--- src/rtl/ccu_pkg.sv ---
package ccu_pkg;

  localparam int unsigned LANES = 4;
  localparam int unsigned SEL_W = $clog2(LANES);

  typedef enum logic [2:0] {
    CC_NEVER  = 3'd0,
    CC_LT     = 3'd1,
    CC_EQ     = 3'd2,
    CC_LE     = 3'd3,
    CC_GT     = 3'd4,
    CC_NE     = 3'd5,
    CC_GE     = 3'd6,
    CC_ALWAYS = 3'd7
  } cc_cond_e;

  typedef struct packed {
    logic neg;
    logic zero;
  } cc_flag_t;

  localparam cc_flag_t CC_FLAG_INIT = '{neg: 1'b0, zero: 1'b1};

  // Evaluate one condition against one lane's stored flags.
  function automatic logic cc_eval(cc_cond_e c, cc_flag_t f);
    logic r;
    case (c)
      CC_NEVER: r = 1'b0;
      CC_LT:    r = f.neg;
      CC_EQ:    r = f.zero;
      CC_LE:    r = f.neg | f.zero;
      CC_GT:    r = ~f.neg & ~f.zero;
      CC_NE:    r = ~f.zero;
      CC_GE:    r = ~f.neg;
      default:  r = 1'b1;
    endcase
    return r;
  endfunction

endpackage

--- src/rtl/ccu_flag_detect.sv ---
module ccu_flag_detect
  import ccu_pkg::*;
#(
  parameter int unsigned DATA_W    = 32,
  parameter bit          FLOAT_FMT = 1'b1
) (
  input  logic [LANES*DATA_W-1:0] res,
  output cc_flag_t [LANES-1:0]    flags
);

  localparam int unsigned MSB = DATA_W - 1;

  for (genvar k = 0; k < LANES; k++) begin : g_lane
    logic [DATA_W-1:0] word;
    logic              is_zero;
    logic              is_neg;
    assign word = res[k*DATA_W +: DATA_W];
    if (FLOAT_FMT) begin : g_float
      // Sign-magnitude: both zero encodings count as zero.
      assign is_zero = ~|word[MSB-1:0];
      assign is_neg  = word[MSB] & ~is_zero;
    end else begin : g_int
      assign is_zero = ~|word;
      assign is_neg  = word[MSB];
    end
    assign flags[k] = '{neg: is_neg, zero: is_zero};
  end

endmodule

--- src/rtl/ccu_flag_reg.sv ---
module ccu_flag_reg
  import ccu_pkg::*;
(
  input  logic                 clk,
  input  logic                 rst,
  input  logic                 upd_en,
  input  cc_flag_t [LANES-1:0] nxt,
  output cc_flag_t [LANES-1:0] q
);

  always_ff @(posedge clk) begin
    if (rst) begin
      q <= {LANES{CC_FLAG_INIT}};
    end else if (upd_en) begin
      q <= nxt;
    end
  end

endmodule

--- src/rtl/ccu_lane_test.sv ---
module ccu_lane_test
  import ccu_pkg::*;
(
  input  logic                   test_en,
  input  logic [2:0]             cond_sel,
  input  logic [LANES*SEL_W-1:0] comp_sel,
  input  logic [LANES-1:0]       wr_mask,
  input  cc_flag_t [LANES-1:0]   flags_q,
  output logic [LANES-1:0]       wr_en,
  output logic                   br_taken
);

  cc_cond_e          cond;
  logic [LANES-1:0]  pass;

  assign cond = cc_cond_e'(cond_sel);

  for (genvar k = 0; k < LANES; k++) begin : g_lane
    logic [SEL_W-1:0] pick;
    cc_flag_t         seen;
    assign pick    = comp_sel[k*SEL_W +: SEL_W];
    assign seen    = flags_q[pick];
    assign pass[k] = cc_eval(cond, seen);
  end

  always_comb begin
    if (test_en) begin
      wr_en    = wr_mask & pass;
      br_taken = |pass;
    end else begin
      wr_en    = wr_mask;
      br_taken = 1'b1;
    end
  end

endmodule

--- src/rtl/ccu_cond_unit.sv ---
module ccu_cond_unit
  import ccu_pkg::*;
#(
  parameter int unsigned DATA_W    = 32,
  parameter bit          FLOAT_FMT = 1'b1
) (
  input  logic                   clk,
  input  logic                   rst,
  input  logic                   test_en,
  input  logic [2:0]             cond_sel,
  input  logic [LANES*SEL_W-1:0] comp_sel,
  input  logic [LANES-1:0]       wr_mask,
  input  logic                   upd_en,
  input  logic [LANES*DATA_W-1:0] res_data,
  output logic [LANES-1:0]       wr_en,
  output logic                   br_taken
);

  cc_flag_t [LANES-1:0] flags_nxt;
  cc_flag_t [LANES-1:0] flags_q;

  ccu_flag_detect #(
    .DATA_W   (DATA_W),
    .FLOAT_FMT(FLOAT_FMT)
  ) u_detect (
    .res  (res_data),
    .flags(flags_nxt)
  );

  ccu_flag_reg u_flags (
    .clk   (clk),
    .rst   (rst),
    .upd_en(upd_en),
    .nxt   (flags_nxt),
    .q     (flags_q)
  );

  // Tests read the registered flags only, so a same-cycle update is unseen.
  ccu_lane_test u_test (
    .test_en (test_en),
    .cond_sel(cond_sel),
    .comp_sel(comp_sel),
    .wr_mask (wr_mask),
    .flags_q (flags_q),
    .wr_en   (wr_en),
    .br_taken(br_taken)
  );

endmodule

--- config.mk ---
export PLATFORM = sky130hd
export DESIGN_NAME = ccu_cond_unit
export DESIGN_NICKNAME = d
export VERILOG_FILES = /design/src/rtl/ccu_pkg.sv /design/src/rtl/ccu_flag_detect.sv /design/src/rtl/ccu_flag_reg.sv /design/src/rtl/ccu_lane_test.sv /design/src/rtl/ccu_cond_unit.sv
export SDC_FILE = /design/constraint.sdc
export NUM_CORES = 1
export LEC_CHECK = 0
export BUFFER_PORTS_ARGS = -buffer_cell sky130_fd_sc_hd__buf_2
export CAP_MARGIN = 30
export CORE_MARGIN = 1.5
export CORE_UTILIZATION = 28
export CTS_BUF_LIST = sky130_fd_sc_hd__clkbuf_4
export DETAILED_ROUTE_END_ITERATION = 10
export PLACE_DENSITY = 0.81
export SLEW_MARGIN = 20
export SYNTH_ARGS = -nofsm -noshare
export SYNTH_HDL_FRONTEND = slang
export SYNTH_SLANG_ARGS = --single-unit
--- constraint.sdc ---
create_clock -name clk -period 1.9 [get_ports clk]
set_input_delay 0.38 -clock clk [delete_from_list [all_inputs] [get_ports clk]]
set_output_delay 0.38 -clock clk [all_outputs]
set_load 0.01 [all_outputs]
==> results of run 1 <==
-- through the flow --
step           instance area, µm²  setup slack [ns]  std cells  power (mW)  utilization [%]
3_5_place_dp                 1774           -0.2081        307      0.4866            57.64
3_3_place_gp                 1774           -0.1608        307      0.4807            57.64
4_1_cts                      1807           -0.2555        310      0.6158            58.70
5_1_grt                      1824           -0.3157        310      0.6696            59.27
6_report                     1824           -0.2593        310      0.6215            59.27
2_1_floorplan               910.9           0.05881        106      0.2942                -
-- timing repair --
| action | 4_1_cts | 5_1_grt |
|---|---|---|
| gates resized for setup | 8 | 4 |
| endpoints found under the setup margin | 5 | 5 |
| cloned | 0 | 0 |
| hold endpoints to repair | 0 | 0 |
| pin swaps | 6 | 1 |
-- layout make-up --
class	instances	area [µm²]	share of cell area (%)
timing repair buffer	159	815.8	44.72
inverter	4	15.01	0.8230
tap	44	55.05	3.018
sequential	8	170.2	9.328
multi-input combinational	92	745.7	40.88
clock buffer	3	22.52	1.235
-- worst max-delay path, delay by kind of cell (launching register included) --
| kind | cells | cell delay [ns] |
|---|---|---|
| mux | 1 | 0.48 |
| buf+inv | 1 | 0.15 |
| flops | 1 | 0.34 |
| compound gates | 2 | 0.43 |
| simple gates | 1 | 0.12 |
-- placed cells by master (no fill, tap or decap), types with 2 or more instances in the layout --
cell and instances:
clkbuf_4 3, a21oi_1 4, a21boi_1 3, a211o_1 4
nand4_1 9, mux2_2 2, inv_1 4, mux4_2 7
o211ai_1 4, nor2b_1 2, o21ai_2 2, nand2_1 6
nor3_1 8, a221o_1 2, dfxtp_2 8, buf_2 151
a22o_1 2, a22oi_1 2, nor4_1 28, buf_4 8
-- how the worst max path moves through the flow --
stage / from / end / slack, ns
after floorplan: comp_sel[7] / wr_en[3] / 0.06
after global placement: comp_sel[1] / br_taken / -0.16
after detailed placement: comp_sel[5] / br_taken / -0.21
after CTS: u_flags.q[6]$_SDFFE_PP1P_ / br_taken / -0.26
after global routing: u_flags.q[6]$_SDFFE_PP1P_ / wr_en[3] / -0.32
final: u_flags.q[6]$_SDFFE_PP1P_ / br_taken / -0.26
-- power groups by stage --
stage	combinational, mW	clock, mW	sequential (mW)
floorplan	0.103	0	0.191
global placement	0.284	0	0.197
detailed placement	0.290	0	0.197
CTS	0.291	0.129	0.196
global route	0.329	0.142	0.198
finish	0.299	0.126	0.196
-- per-layer routing --
layer,track usage [%],vias to the layer above,routed length [µm],share of wire (%)
met5,0,-,0,0
met4,4.762,0,13,0.34
met3,3.896,2,254,6.7
met2,38.20,73,2031,53
met1,23.54,682,1506,40
li1,-,793,-,-
-- cells by family (layout without fill, tap and decap cells) --
family | after synthesis | after routing | share of synthesized area (%)
simple gates | 55 | 55 | 34.75
compound gates | 27 | 27 | 22.53
mux | 10 | 10 | 22.67
flops | 8 | 8 | 17.58
buf+inv | 6 | 166 | 2.471
==> flow_summary.json, run 1 <==
{
  "wl_um": 3805,
  "whs_ns": 0.3885,
  "drtPass1Iterations": 4,
  "clk_latency_ns": 0.25,
  "ys_ff_latch": 8,
  "comb_power_share_pct": 48.1,
  "grt_antenna_before_repair": 0,
  "rr_worst_depth": 1,
  "nets": 415,
  "setup_ws_ns": -0.2593,
  "required_ns": 1.52,
  "drc": 0,
  "drt-initial-drc-count": 43,
  "regToRegSetupSlack_ns": 1.16,
  "clk_pin_slew_ns": 0.05,
  "port_buffers": 151,
  "yosysWarnings": 0,
  "overflow": 0,
  "cp-end-kind": "primary output",
  "cp.arrival_ns": 1.78,
  "cpMaxStageDelayCell": "mux4_2",
  "whs_path_depth": 2,
  "drive_gt1_share_pct": 69.17,
  "synth_ff_type": "dfxtp_1",
  "fillers": 304,
  "dp_hpwl_um": 3380,
  "max_stage_delay_ns": 0.48,
  "yosys.area.top_type_share_pct": 19.23,
  "regMostFlops": "u_flags.q",
  "ctsHoldBuffers": 0,
  "intPower_mw": 0.4409,
  "top_regs": "u_flags.q (8)",
  "diodes": 0,
  "routed_via_density": 5.000,
  "crit_chain": "mux4_2, a22o_1, a22oi_2, nand4_1, buf_2",
  "p_sw_mw": 0.1805,
  "fin_crit_sh_pct": 113.6,
  "min_path_type": "in2reg",
  "min_period_ns": 2.159,
  "area_delta_synth_final_pct": 100.3,
  "rows": 20,
  "min_delay_worst_endpoint": "u_flags.q[5]$_SDFFE_PP0P_",
  "yosysTopAreaCell": "nor4_1",
  "p_leak_nw": 0.9062,
  "async_reset_ff_share_pct": 0,
  "synth_top_cells_by_area": "nor4_1 (19%), dfxtp_1 (18%), mux4_2 (17%), nand4_1 (6.2%), nor3_1 (4.4%)",
  "num_vias": 1550,
  "cts_tree": "built",
  "clkPwrFrac_pct": 20.3,
  "routedWlPerCell_um": 12.27,
  "avgSynthCellArea_um2": 8.593,
  "track_usage_pct": 20.40,
  "finalSetupTns_ns": -1.085,
  "numCtsBuffers": 3,
  "initial_core_util_pct": 29.59,
  "start_kind": "flip-flop",
  "max-vdd-ir-drop_v": 0.0001427,
  "crit_type": "reg2out",
  "hold_viol_final": 0,
  "cts_num_sinks": 8,
  "swShare_pct": 29.05,
  "die_x_um": 60.04,
  "hold_start": "rst",
  "ys_seq_area_share_pct": 17.58,
  "timing.rr.start": "u_flags.q[4]$_SDFFE_PP1P_",
  "clock_skew_ns": 0,
  "grt_pass1_vias": 1468,
  "yosysMostFrequentCell": "nor4_1",
  "syn-cell-area_um2": 910.9,
  "drv_slew": 0,
  "syn-num-nets": 253,
  "gp_congestion": 0.8576,
  "grt_start_max_net_pins": 13,
  "cp_max_fo": 5,
  "cts_htree_levels": 1,
  "synth_edf_count": 0,
  "die_area_um2": 3604,
  "setup_violations": 5,
  "ys_types": 24,
  "max_cap_viol_count": 0,
  "largest_reg_flops": 8,
  "failed_checks": "negative setup slack",
  "coreArea_um2": 3078,
  "syn_inst": 106,
  "fmax_mhz": 463.1,
  "synthTopCellsByCount": "nor4_1 (28), nand4_1 (9), dfxtp_1 (8), nor3_1 (8), mux4_2 (7)",
  "die_h_um": 60.04,
  "p_per_area_nw_per_um2": 340.7,
  "post_cts_buffers": 0,
  "seqPwrFrac_pct": 31.6,
  "antenna_left": 0,
  "slew_headroom_pct": 77.99,
  "grt_first_pass_wirelength_um": 5706,
  "clock-root-buffer": "clkbuf_4",
  "tightest_slew_ns": 0.3302,
  "status": "finished, violations left",
  "cts_max_path_buffers": 2,
  "grt_setup_unrepaired": "yes",
  "reg2reg_to": "u_flags.q[4]$_SDFFE_PP1P_",
  "io_pins": 152
}
(Power assumes the default switching activity.)
==> run 2, diff against run 1 <==
--- a/config.mk
+++ b/config.mk
@@ -7,11 +7,11 @@
 export LEC_CHECK = 0
 export BUFFER_PORTS_ARGS = -buffer_cell sky130_fd_sc_hd__buf_2
 export CAP_MARGIN = 30
-export CORE_MARGIN = 1.5
-export CORE_UTILIZATION = 28
+export CORE_AREA = 2 2 59 61
 export CTS_BUF_LIST = sky130_fd_sc_hd__clkbuf_4
 export DETAILED_ROUTE_END_ITERATION = 10
-export PLACE_DENSITY = 0.81
+export DIE_AREA = 0 0 61 63
+export PLACE_DENSITY = 0.83
 export SLEW_MARGIN = 20
 export SYNTH_ARGS = -nofsm -noshare
 export SYNTH_HDL_FRONTEND = slang
==> constraint.sdc (replaced) <==
create_clock -name clk -period 2.5 [get_ports clk]
set_input_delay 0.5 -clock clk [delete_from_list [all_inputs] [get_ports clk]]
set_output_delay 0.5 -clock clk [all_outputs]
set_load 0.01 [all_outputs]
==> run 2 against run 1 <==
Against the previous run: the flow now finishes without violations; final cell count decreased by 1.9%; clock power is 24% lower; flip-flop and latch count is the same; total power decreased by 27%; final area fell by 4.7%; critical endpoint unchanged; combinational power down 30%; via count down 2.6%; non-clock buffer count decreased by 8; core utilization fell by 5.5 points.
==> flow_summary.json, run 2 (same netlist as run 1, synthesis figures left out) <==
{
  "status": "finished clean",
  "regMostFlops": "u_flags.q",
  "power_mw": 0.4531,
  "clock_skew_ns": 0,
  "cp_max_fo": 4,
  "rows": 21,
  "cts_max_path_buffers": 2,
  "cts_htree_levels": 1,
  "diodes": 0,
  "clk_pin_slew_ns": 0.05,
  "numCtsBuffers": 3,
  "initial_core_util_pct": 28.18,
  "drt-initial-drc-count": 50,
  "drv_slew": 0,
  "clk_latency_ns": 0.25,
  "num_vias": 1509,
  "gp_congestion": 0.8194,
  "clock-root-buffer": "clkbuf_4",
  "whs_ns": 0.5130,
  "ctsHoldBuffers": 0,
  "fin_crit_sh_pct": 93.76,
  "cts_num_sinks": 8,
  "max_stage_delay_ns": 0.52,
  "crit_top_cell": "buf_2",
  "postLayoutCoreUtil_pct": 53.81,
  "grt_setup_unrepaired": "no",
  "coreArea_um2": 3232,
  "max-vdd-ir-drop_v": 0.0001038,
  "p_leak_nw": 0.8618,
  "cp.arrival_ns": 1.84,
  "setup_ws_ns": 0.1559,
  "io_pins": 152,
  "cp-end-kind": "primary output",
  "cts_resized": 0,
  "post_cts_buffers": 0,
  "crit_type": "in2out",
  "cpMaxStageDelayCell": "mux4_2",
  "area_delta_synth_final_pct": 90.93,
  "post-place-ws_ns": 0.1538,
  "grt_pass1_vias": 1477,
  "dp.cells": 301,
  "hold_start": "rst",
  "drtPass1Iterations": 5,
  "fmax_mhz": 426.6,
  "drive_gt1_share_pct": 63.57,
  "overflow": 0,
  "port_buffers": 151,
  "min_path_type": "in2reg",
  "crit_start": "comp_sel[5]",
  "grt_first_pass_wirelength_um": 5789,
  "min_period_ns": 2.344,
  "required_ns": 2.00,
  "max_cap_viol_count": 0,
  "dp_hpwl_um": 3363,
  "slew_headroom_pct": 77.05,
  "routed_via_density": 4.964,
  "die_area_um2": 3843,
  "routedWlPerCell_um": 12.15,
  "grt_antenna_before_repair": 0,
  "final_cell_count_no_fill": 304,
  "hold_viol_final": 0,
  "dpl_cell_area_um2": 1717,
  "drc": 0,
  "grt_start_max_net_pins": 13,
  "largest_reg_flops": 8,
  "mostFrequentLayoutCells": "buf_2 (151), nor4_1 (28), nand4_1 (9)",
  "die_x_um": 61,
  "finalSetupTns_ns": 0,
  "nets": 407,
  "final_cell_area_um2": 1739,
  "die_h_um": 63,
  "top_regs": "u_flags.q (8)",
  "crit_chain": "buf_2, mux4_2, a22o_1, a22oi_2, nand4_1, buf_2",
  "setup_violations": 0,
  "wl_um": 3695,
  "track_usage_pct": 19.45,
  "start_kind": "input port",
  "cts_tree": "built",
  "final_common_cell": "buf_2",
  "antenna_left": 0,
  "p_per_area_nw_per_um2": 260.5,
  "tightest_slew_ns": 0.3438,
  "fillers": 335,
  "timing.rr.start": "u_flags.q[4]$_SDFFE_PP1P_"
}
[run 2: cell types whose count changed in the layout (fill, tap and decap cells not counted)]
cell      change
a21oi_1       +1
a21oi_2       -1
a221oi_1      +1
a221oi_2      -1
buf_4         -8
dfxtp_1       +8
dfxtp_2       -8
o21ai_1       +2
o21ai_2       -2
[run 2: area by class of cell]
class / count / area, µm² / area share (%)
repair buffers: 151 / 755.7 / 43.45
multi-input cells: 92 / 728.2 / 41.87
flip-flops and latches: 8 / 160.2 / 9.209
well taps: 46 / 57.56 / 3.309
clock buffers: 3 / 22.52 / 1.295
inverters: 4 / 15.01 / 0.8633
[run 2: power breakdown]
group | total (mW) | internal [mW] | switching, mW
registers | 0.148 | 0.136 | 0.0116
clock network | 0.0961 | 0.0548 | 0.0413
logic | 0.209 | 0.133 | 0.0767
total | 0.453 | 0.323 | 0.130
[run 2: final timing paths]
path / slack [ns] / end / cells after the start
worst max-delay path: 0.16 / br_taken / 6
worst min-delay path: 0.51 / u_flags.q[1]$_SDFFE_PP0P_ / 2
worst max register to register: 1.74 / u_flags.q[4]$_SDFFE_PP1P_ / 1
worst min register to register: 0.53 / u_flags.q[7]$_SDFFE_PP0P_ / 2
[run 2: critical path, delay by kind of cell]
family | cells | cell delay [ns]
multiplexers | 1 | 0.52
AO/OA/AOI/OAI | 2 | 0.45
buffers and inverters | 2 | 0.29
AND/OR/NAND/NOR | 1 | 0.09
[run 2: layer usage]
layer	GRT usage [%]	part of all wire [%]	wire [µm]
met5	0	0	0
met4	7.337	0.70	26
met3	2.899	7.1	261
met2	35.22	55	2034
met1	21.93	37	1373
